`src/rtl/wdt_pkg.sv`:
```
package wdt_pkg;
  localparam logic [1:0] ADDR_CTL   = 2'd0;
  localparam logic [1:0] ADDR_KICK  = 2'd1;
  localparam logic [1:0] ADDR_START = 2'd2;

  localparam logic [7:0] KEY_ARM  = 8'h00;
  localparam logic [7:0] KEY_FIRE = 8'hFF;

  localparam int BIT_DIV  = 0;
  localparam int BIT_ACT  = 1;
  localparam int BIT_PROT = 2;

  typedef struct packed {
    logic prot;
    logic act_rst;
    logic div_hi;
  } ctl_t;
endpackage

```
`src/rtl/wdt_unlock.sv`:
```
module wdt_unlock
  import wdt_pkg::*;
(
  input  logic       clk,
  input  logic       rst_n,
  input  logic       wr_en,
  input  logic       sel,
  input  logic [7:0] data,
  output logic       fire
);
  logic armed_q, armed_d;
  logic hit;

  always_comb begin
    hit     = wr_en && sel;
    fire    = hit && (data == KEY_FIRE) && armed_q;
    armed_d = armed_q;
    if (hit) armed_d = (data == KEY_ARM);
  end

  always_ff @(posedge clk or negedge rst_n) begin
    if (!rst_n) armed_q <= 1'b0;
    else        armed_q <= armed_d;
  end

  // a completed unlock is consumed
  p_fire_disarms_r5: assert property (@(posedge clk) disable iff (!rst_n)
    fire |=> !armed_q);
endmodule

```
`src/rtl/wdt_prescale.sv`:
```
module wdt_prescale #(
  parameter int DIV_LO = 16,
  parameter int DIV_HI = 128
) (
  input  logic clk,
  input  logic rst_n,
  input  logic en,
  input  logic cpu_tick,
  input  logic div_hi,
  input  logic clear,
  output logic tick
);
  localparam int PW = $clog2(DIV_HI);

  logic [PW-1:0] pre_q, pre_d, lim;
  logic          step;

  always_comb begin
    lim   = div_hi ? PW'(DIV_HI - 1) : PW'(DIV_LO - 1);
    step  = en && cpu_tick;
    tick  = step && (pre_q == lim);
    pre_d = pre_q;
    if (clear)      pre_d = '0;
    else if (tick)  pre_d = '0;
    else if (step)  pre_d = pre_q + 1'b1;
  end

  always_ff @(posedge clk or negedge rst_n) begin
    if (!rst_n) pre_q <= '0;
    else        pre_q <= pre_d;
  end

  p_tick_restarts_r3: assert property (@(posedge clk) disable iff (!rst_n)
    tick |=> (pre_q == '0));
endmodule

```
`src/rtl/wdt_downcount.sv`:
```
module wdt_downcount #(
  parameter int CNT_W       = 15,
  parameter int PROT_RELOAD = 4095
) (
  input  logic             clk,
  input  logic             rst_n,
  input  logic             tick,
  input  logic             reload,
  input  logic             prot_next,
  output logic             under,
  output logic [CNT_W-1:0] count
);
  logic [CNT_W-1:0] cnt_q, cnt_d, rl;

  always_comb begin
    rl    = prot_next ? CNT_W'(PROT_RELOAD) : {CNT_W{1'b1}};
    under = tick && !reload && (cnt_q == '0);
    cnt_d = cnt_q;
    if (reload)         cnt_d = rl;
    else if (under)     cnt_d = rl;
    else if (tick)      cnt_d = cnt_q - 1'b1;
  end

  always_ff @(posedge clk or negedge rst_n) begin
    if (!rst_n) cnt_q <= {CNT_W{1'b1}};
    else        cnt_q <= cnt_d;
  end

  assign count = cnt_q;

  p_step_one_r2: assert property (@(posedge clk) disable iff (!rst_n)
    (tick && !reload && (cnt_q != '0)) |=> (cnt_q == $past(cnt_q) - 1'b1));
  p_idle_hold_r2: assert property (@(posedge clk) disable iff (!rst_n)
    (!tick && !reload) |=> $stable(cnt_q));
endmodule

```
`src/rtl/wdt_guard.sv`:
```
module wdt_guard
  import wdt_pkg::*;
#(
  parameter int   CNT_W       = 15,
  parameter int   PROT_RELOAD = 4095,
  parameter int   DIV_LO      = 16,
  parameter int   DIV_HI      = 128,
  parameter logic AUTO_START  = 1'b0
) (
  input  logic             clk,
  input  logic             rst_n,
  input  logic             wr_en,
  input  logic [1:0]       wr_addr,
  input  logic [7:0]       wr_data,
  input  logic             cpu_tick,
  input  logic             losc_tick,
  input  logic             stop_mode,
  input  logic             wait_mode,
  output logic             irq_pulse,
  output logic             rst_req,
  output logic [CNT_W-1:0] count
);
  ctl_t ctl_q, ctl_d;
  logic run_q, run_d;
  logic irq_q, irq_d;
  logic rst_q, rst_d;
  logic active, pre_en, pre_tick, src_tick;
  logic kick, prot_set, reload, under;

  // register writes
  always_comb begin
    ctl_d = ctl_q;
    if (wr_en && wr_addr == ADDR_CTL) begin
      ctl_d.div_hi  = wr_data[BIT_DIV];
      ctl_d.act_rst = wr_data[BIT_ACT];
      ctl_d.prot    = ctl_q.prot | wr_data[BIT_PROT];
    end
    prot_set = ctl_d.prot && !ctl_q.prot;
    run_d    = run_q | (wr_en && wr_addr == ADDR_START);
  end

  // count source selection
  always_comb begin
    active   = run_q && (ctl_q.prot || !(stop_mode || wait_mode));
    pre_en   = active && !ctl_q.prot;
    src_tick = ctl_q.prot ? (active && losc_tick) : pre_tick;
    reload   = kick || prot_set;
  end

  // expiry action
  always_comb begin
    irq_d = under && !ctl_q.prot && !ctl_q.act_rst;
    rst_d = rst_q | (under && (ctl_q.prot || ctl_q.act_rst));
  end

  always_ff @(posedge clk or negedge rst_n) begin
    if (!rst_n) begin
      ctl_q <= '0;
      run_q <= AUTO_START;
      irq_q <= 1'b0;
      rst_q <= 1'b0;
    end else begin
      ctl_q <= ctl_d;
      run_q <= run_d;
      irq_q <= irq_d;
      rst_q <= rst_d;
    end
  end

  wdt_unlock u_unlock (
    .clk   (clk),
    .rst_n (rst_n),
    .wr_en (wr_en),
    .sel   (wr_addr == ADDR_KICK),
    .data  (wr_data),
    .fire  (kick)
  );

  wdt_prescale #(.DIV_LO(DIV_LO), .DIV_HI(DIV_HI)) u_pre (
    .clk      (clk),
    .rst_n    (rst_n),
    .en       (pre_en),
    .cpu_tick (cpu_tick),
    .div_hi   (ctl_q.div_hi),
    .clear    (reload || under),
    .tick     (pre_tick)
  );

  wdt_downcount #(.CNT_W(CNT_W), .PROT_RELOAD(PROT_RELOAD)) u_cnt (
    .clk       (clk),
    .rst_n     (rst_n),
    .tick      (src_tick),
    .reload    (reload),
    .prot_next (ctl_d.prot),
    .under     (under),
    .count     (count)
  );

  assign irq_pulse = irq_q;
  assign rst_req   = rst_q;

  p_irq_single_r7: assert property (@(posedge clk) disable iff (!rst_n)
    irq_q |=> !irq_q);
  p_rst_sticky_r9: assert property (@(posedge clk) disable iff (!rst_n)
    rst_q |=> rst_q);
  p_prot_sticky_r11: assert property (@(posedge clk) disable iff (!rst_n)
    ctl_q.prot |=> ctl_q.prot);
  p_prot_no_irq_r8: assert property (@(posedge clk) disable iff (!rst_n)
    ctl_q.prot |-> !irq_q);
  p_halt_r10: assert property (@(posedge clk) disable iff (!rst_n)
    (!ctl_q.prot && (stop_mode || wait_mode)) |-> !src_tick);
  p_reload_val_r6: assert property (@(posedge clk) disable iff (!rst_n)
    kick |=> (count == (ctl_q.prot ? CNT_W'(PROT_RELOAD) : {CNT_W{1'b1}})));
endmodule

```
`config.mk`:
```
export PLATFORM = sky130hd
export DESIGN_NAME = wdt_guard
export DESIGN_NICKNAME = d
export VERILOG_FILES = /design/src/rtl/wdt_pkg.sv /design/src/rtl/wdt_unlock.sv /design/src/rtl/wdt_prescale.sv /design/src/rtl/wdt_downcount.sv /design/src/rtl/wdt_guard.sv
export SDC_FILE = /design/constraint.sdc
export NUM_CORES = 1
export LEC_CHECK = 0
export ABC_AREA = 1
export BUFFER_PORTS_ARGS = -buffer_cell sky130_fd_sc_hd__buf_2
export CORE_UTILIZATION = 50
export CTS_CLUSTER_SIZE = 12
export DETAILED_ROUTE_END_ITERATION = 8
export PLACE_DENSITY = 0.75
export RECOVER_POWER = 25
export SETUP_SLACK_MARGIN = 0.2
export SLEW_MARGIN = 20
export SYNTH_ARGS = -nofsm -noshare
export SYNTH_HDL_FRONTEND = slang
export SYNTH_HIERARCHICAL = 1
export SYNTH_SLANG_ARGS = --single-unit
export TNS_END_PERCENT = 50
```
`constraint.sdc`:
```
create_clock -name clk -period 2.25 [get_ports clk]
set_input_delay 0.45 -clock clk [delete_from_list [all_inputs] [get_ports clk]]
set_output_delay 0.45 -clock clk [all_outputs]
set_load 0.01 [all_outputs]
```
==> impl_results.md, run 1 <==
* Worst Skew at 0.003276 ns
* Crit path max fanout at 4
* Sum of negative setup slack at -0.07713 ns
* Total CTS buffers at 5
* Routed length per instance at 12.65 microns
* Post-CTS Hold Buffers at 0
* Gpl congestion at between 0.8 and 0.9
* Syn_area_per_cell at 7.661 sq um
* Worst reg2reg path depth at 20
* Worst-Skew Late Latency at 0.28 ns
* Total GRT Usage at 26.68%
* Maxcap violations at 1
* Die X at 64.26 microns
* Largest net degree at the start of global routing at 30
* Clock Tree Root: clkbuf_8
* Via count at ~1.9k
* RSZ-0062 raised after global routing: yes
* Utilization after layout at 70.62%
* Clock sink count at 29
* Initial core utilization at 52.54%
* Antenna cells at 0
* Hold Vio Cnt, Final at 0
* # rows at 22
* Yosys reg bits at 29
* Die area at 4129 sq um
* CTS tree: done
* Global route overflow at 0
* Relative slew slack at 0.5950%
* Peak supply drop at 0.3920 mV
* IO Pins at 34
* Data arrival time of the worst path at between 2 and 3 ns
* Leak at 1.338 nW
* Mapped Area at 1938 sq um
* Synth Net Count at 273
* Min-Delay Path Class: input port to flop
* Final WS setup at -0.04464 ns
* First-pass GRT wire length at roughly 8300 microns
* Final Slew Violations at 0
* Antenna viol nets, final at 0
* Hold path cells at 3
* Initial antenna violation count at 0
* Reg2Reg Setup Slack at -0.04 ns
* Layout cell share with drive strength beyond 1 at about 46%
* Placeable Area at 3689 sq um
* Status: finished with violations
* Setup violations, final at 5
* Via/cell ratio at 4.969
* # DRC at 0
* HPWL after DPL at approximately 3200 microns
* Period Utilization, post-route at 102.0%
* Post-synthesis instance total at 253
* Cell Count, Final, Fillers Out at 381
* Warnings from Yosys at 6
* Worst Setup End Kind: flop
* Failing checks: capacitance limit, setup timing
* Number of distinct library cells after synthesis at 35
* Bufs on Longest Clock Path at 2
* Starting DRT DRC Count at 90
* Tot Pwr at 1.475 mW
* Pwr/cell area at 566.3 nW/um^2
* Number of port buffers at 33
* Fin crit period at 2.295 ns
* Critical Path RT at 2.45 ns
* Startpoint Class: flop
* Layout Nets at 352
* Fmax at 435.8 MHz
* Placed cells at 350
* Die outline height at 64.26 microns
* Layout area overhead at 34.41%
* Register area share after synthesis at 38.41%
* Vias in the first global route at about 1.9k
* Worst-path clk slew at 0.06 ns
* DR pass1 iterations at 4
* # H-tree levels at 2
* CP Class: flop to flop
* WL final at 4821 microns
* Min Hold Slack at about 0.43 ns
* Worst Tran Pin Value at 1.491 ns
registers in the layout, summed over array words and instances (netlist names):
signal,cells
ctl_q,3
run_q,1
irq_pulse,1
u_cnt/count,15
rst_req,1
u_pre/pre_q,7
u_unlock/armed_q,1
where the power goes:
group / switching, mW / leakage, nW / internal [mW]
Clock: 0.186 / 0.0395 / 0.219
Combinational: 0.224 / 0.969 / 0.150
Sequential: 0.0737 / 0.330 / 0.623
layout make-up:
type                       instances  area, sq um
clock buffer                       8        80.08
sequential                        29        744.5
tap                               48        60.06
timing repair buffer              74        475.5
fill                             287         1084
inverter                          43        161.4
multi-input combinational        179         1084
cells in the final DEF (no fill, tap or decap), types with 2 or more instances in the layout:
| cell | count |
|---|---|
| a22oi_2 | 2 |
| nand2_1 | 51 |
| nand2_4 | 2 |
| clkbuf_8 | 5 |
| nor2_4 | 4 |
| ha_1 | 2 |
| buf_2 | 32 |
| o21ai_0 | 2 |
| nand3_2 | 2 |
| nor3_1 | 2 |
| clkbuf_1 | 4 |
| dfstp_2 | 15 |
| o21ai_1 | 5 |
| xor2_1 | 8 |
| nor2_1 | 21 |
| nand3_1 | 23 |
| nor2_2 | 12 |
| nand2_2 | 12 |
| inv_1 | 33 |
| a21oi_2 | 7 |
| buf_4 | 40 |
| inv_2 | 9 |
| o21bai_1 | 2 |
| nor3_2 | 2 |
| a21oi_1 | 3 |
| nand4_1 | 5 |
| dfrtp_1 | 14 |
cell usage after synthesis, drive strengths merged:
cell    count  area [sq um]
nor2       37         196.4
nand3      26         147.7
nand4       7         65.06
nor3        5         30.03
xor2        9         78.83
a22oi       2         25.02
nand2      65         266.5
clkinv      1         3.750
o21bai      2         15.01
inv        42         157.7
buf         2         16.26
a31o        1         8.760
a21oi      10         65.06
nand3b      1         7.510
and3        1         6.260
dfrtp      14         350.3
a31oi       1         6.260
ha          3         37.54
dfstp      15         394.1
xnor2       1         8.760
o21ai       8         51.30
cell families (layout without fill, tap and decap cells):
logic type | Yosys count | after routing | synth area share [%]
xor+xnor | 10 | 10 | 4.519
buf+inv | 45 | 125 | 9.167
fa+ha+maj | 3 | 3 | 1.937
flops | 29 | 29 | 38.41
compound gates | 24 | 24 | 8.844
simple gates | 142 | 142 | 37.12
per-stage QoR:
step           setup WS (ns)  area [sq um]
2_1_floorplan       -0.05254          1951
3_3_place_gp         0.05557          2295
3_5_place_dp       -0.004742          2295
4_1_cts               0.1281          2541
5_1_grt              -0.2055          2605
6_report            -0.04464          2605
critical path, cell delays in order, from the launching register on:
cell and delay (ns):
dfrtp_1 0.41, inv_2 0.07, nand2_2 0.06, nor3_4 0.21, nand2_2 0.09, a21oi_2 0.12, nand2_2 0.07, inv_2 0.07
nand2_2 0.06, nand2_2 0.07, inv_2 0.05, nor2_4 0.10, nand4_4 0.10, nor2_4 0.14, inv_2 0.05, nand3_2 0.08
inv_2 0.05, nand2_4 0.08, nand2_2 0.07, xor2_2 0.15, nor3_2 0.10
metal layers:
metal  vias up  global-route usage [%]  wire length, microns
met4         0                   13.06                   125
met3        14                   6.250                   198
met5         -                       0                     0
li1        954                       -                     -
met1       877                   32.24                  2082
met2        48                   44.21                  2414
what timing repair did:
item	CTS	global route
endpoints found under the setup margin	6	23
setup buffers	19	4
pin swaps	2	11
resized for setup	7	13
worst paths after layout:
| kind | start | to |
|---|---|---|
| worst min-delay path | wr_data[0] | ctl_q[0]$_DFFE_PN0N_ |
| min in group asynchronous | rst_n | u_pre/pre_q[0]$_DFFE_PN0P_ |
| worst max register to register | ctl_q[2]$_DFF_PN0_ | u_pre/pre_q[4]$_DFFE_PN0P_ |
| max in group asynchronous | rst_n | ctl_q[2]$_DFF_PN0_ |
| worst min register to register | ctl_q[1]$_DFFE_PN0N_ | irq_pulse$_DFF_PN0_ |
| worst max-delay path | ctl_q[2]$_DFF_PN0_ | u_pre/pre_q[4]$_DFFE_PN0P_ |
(Power assumes the default switching activity.)
==> run 2: changes to the inputs <==
--- a/config.mk
+++ b/config.mk
@@ -11,7 +11,6 @@
 export CTS_CLUSTER_SIZE = 12
 export DETAILED_ROUTE_END_ITERATION = 8
 export PLACE_DENSITY = 0.75
-export RECOVER_POWER = 25
 export SETUP_SLACK_MARGIN = 0.2
 export SLEW_MARGIN = 20
 export SYNTH_ARGS = -nofsm -noshare
==> run 2 against run 1 <==
  * The flow finishes with violations (setup timing)
  * Cell count unchanged
  * Critical path type unchanged
  * Utilization about the same
  * Critical path depth unchanged
  * Clock skew unchanged
  * Largest power group unchanged
  * Sequential power about the same
  * First-iteration DRC count unchanged
  * Die area unchanged
  * Global-route usage unchanged
  * Sequential share of layout area about the same
==> impl_results.md, run 2 (synthesis gave the netlist of run 1 again) <==
* Status: finished with violations
* Failing checks: setup timing
* Period Utilization, post-route at 102.0% (about the same)
* Layout area overhead at 34.47% (about the same)
* Maxcap violations at 0 (-1)
* Setup violations, final at 5 (unchanged)
* Worst Setup End Kind: flop
* Vias in the first global route at 1903 (unchanged)
* Tot Pwr at 1.476 mW (about the same)
* Critical-path top delay cell: dfrtp_1
* IO Pins at 34 (unchanged)
* Hold Vio Cnt, Final at 0 (unchanged)
* Relative slew slack at 58.38% (+58 points)
* Initial core utilization at 52.54% (unchanged)
* Worst Tran Pin Value at 0.6242 ns (-0.8668 ns)
* Total GRT Usage at 26.68% (unchanged)
* Clock sink count at 29 (unchanged)
* Clock Tree Root: clkbuf_8
* Startpoint Class: flop
* Worst-path clk slew at 0.06 ns (about the same)
* Pwr/cell area at 566.2 nW/um^2 (about the same)
* Antenna cells at 0 (unchanged)
* Layout cell share with drive strength beyond 1 at 46.25% (+0.30 points)
* HPWL after DPL at 3177 microns (unchanged)
* Fmax at 435.8 MHz (about the same)
* Placeable Area at 3689 sq um (unchanged)
* Gpl congestion at 0.8498 (unchanged)
* Initial antenna violation count at 0 (unchanged)
* Peak supply drop at 0.3920 mV (about the same)
* Worst-Skew Late Latency at 0.28 ns (about the same)
* Number of port buffers at 33 (unchanged)
* Most frequent cells in the layout: nand2_1, buf_4, inv_1, buf_2, nand3_1
* CP Class: flop to flop
* CTS tree: done
* First-pass GRT wire length at 8342 microns (unchanged)
* Via count at 1893 (unchanged)
* Final WS setup at -0.04444 ns (+0.0001961 ns)
* Flop pwr share at 47.2% (about the same)
* Via/cell ratio at 4.969 (unchanged)
* Die area at 4129 sq um (unchanged)
* WL final at 4822 microns (about the same)
* Delay-heaviest family, CP: simple AND/OR/NAND/NOR gates
* Gate power share at 25.3% (about the same)
* Fin crit period at 2.294 ns (-0.0001961 ns)
* Antenna viol nets, final at 0 (unchanged)
* Data arrival time of the worst path at 2.50 ns (about the same)
* Starting DRT DRC Count at 90 (unchanged)
* Commonest non-fill, non-tap cell in the layout: nand2_1
* # H-tree levels at 2 (unchanged)
* Crit path max fanout at 4 (unchanged)
* Bufs on Longest Clock Path at 2 (unchanged)
* DR pass1 iterations at 4 (unchanged)
* Net Switching at 0.4829 mW (about the same)
* Buf/Inv on CP at 5 (unchanged)
* Global route overflow at 0 (unchanged)
* Power Internal at 0.9927 mW (about the same)
* Final Slew Violations at 0 (unchanged)
* Die X at 64.26 microns (unchanged)
* Max incr delay on CP at 0.41 ns (about the same)
* Leak at 1.341 nW (+0.21%)
* Worst Skew at 0.003276 ns (unchanged)
* Critical Path RT at 2.45 ns (about the same)
* Crit path top cell by count: nand2_2
* # rows at 22 (unchanged)
* Max FFs per register at 15 (unchanged)
* Clk network pwr share at 27.4% (about the same)
* Min Hold Slack at 0.1847 ns (-0.2468 ns)
* Critical path, cell by cell: inv_2, nand2_2, nor3_4, nand2_2, a21oi_2, nand2_2, inv_2, nand2_2, nand2_2, inv_2, nor2_4, nand4_4, nor2_4, inv_2, nand3_2, inv_2, nand2_4, nand2_2, xor2_2, nor3_2
* Min-Delay Path Class: input port to asynchronous set/reset pin
* Largest net degree at the start of global routing at 30 (unchanged)
* RSZ-0062 raised after global routing: yes
* Layout Nets at 352 (unchanged)
* # DRC at 0 (unchanged)
* Die outline height at 64.26 microns (unchanged)
* Routed length per instance at 12.66 microns (about the same)
* Dpl ws at -0.004742 ns (unchanged)
* Switch share at 32.72% (about the same)
* Total CTS buffers at 5 (unchanged)
-- run 2: cell count changes in the layout (fill, tap and decap cells not counted), sizes merged --
cell	delta
buf	+1
clkbuf	-1
-- run 2: metrics by stage --
step | cell area (sq um) | util, % | std cells | setup TNS (ns)
after floorplan | 1951 | - | 253 | -0.2155
after global placement | 2295 | 62.21 | 350 | 0
after detailed placement | 2295 | 62.21 | 350 | -0.007430
after CTS | 2541 | 68.89 | 377 | 0
after global routing | 2606 | 70.66 | 381 | -1.727
final | 2606 | 70.66 | 381 | -0.07615
-- run 2: area by class of cell --
cell class	instances	area, sq um
multi-input combinational	179	1084
fill	286	1082
sequential	29	744.5
timing repair buffer	74	476.7
inverter	43	161.4
clock buffer	8	80.08
tap	48	60.06
-- run 2: per-layer routing --
metal	global-route usage (%)	vias to the layer above	share of wire, %	wire length, microns
li1	-	954	-	-
met1	32.24	877	43	2083
met2	44.21	48	50	2414
met3	6.250	14	4.1	198
met4	13.06	0	2.6	125
met5	0	-	0	0
-- run 2: worst paths after layout --
path	endpoint	slack (ns)	startpoint	cells after the start
min reg2reg	irq_pulse$_DFF_PN0_	0.48	ctl_q[1]$_DFFE_PN0N_	1
min	u_pre/pre_q[0]$_DFFE_PN0P_	0.18	rst_n	1
max in group asynchronous	ctl_q[2]$_DFF_PN0_	1.66	rst_n	1
min in group clk	ctl_q[0]$_DFFE_PN0N_	0.43	wr_data[0]	3
max	u_pre/pre_q[4]$_DFFE_PN0P_	-0.04	ctl_q[2]$_DFF_PN0_	20
max reg2reg	u_pre/pre_q[4]$_DFFE_PN0P_	-0.04	ctl_q[2]$_DFF_PN0_	20
-- run 2: timing repair --
action,in CTS,in global routing
resized for setup,7,13
hold buffers,0,0
pin swaps,2,11
setup endpoints to repair,6,23
buffers inserted,19,4
-- run 2: power groups by stage --
stage | sequential [mW] | clock (mW) | combinational, mW
2_1_floorplan | 0.720 | 0 | 0.210
3_3_place_gp | 0.704 | 0 | 0.350
5_1_grt | 0.707 | 0.437 | 0.431
4_1_cts | 0.697 | 0.416 | 0.366
6_report | 0.697 | 0.405 | 0.374
3_5_place_dp | 0.705 | 0 | 0.364
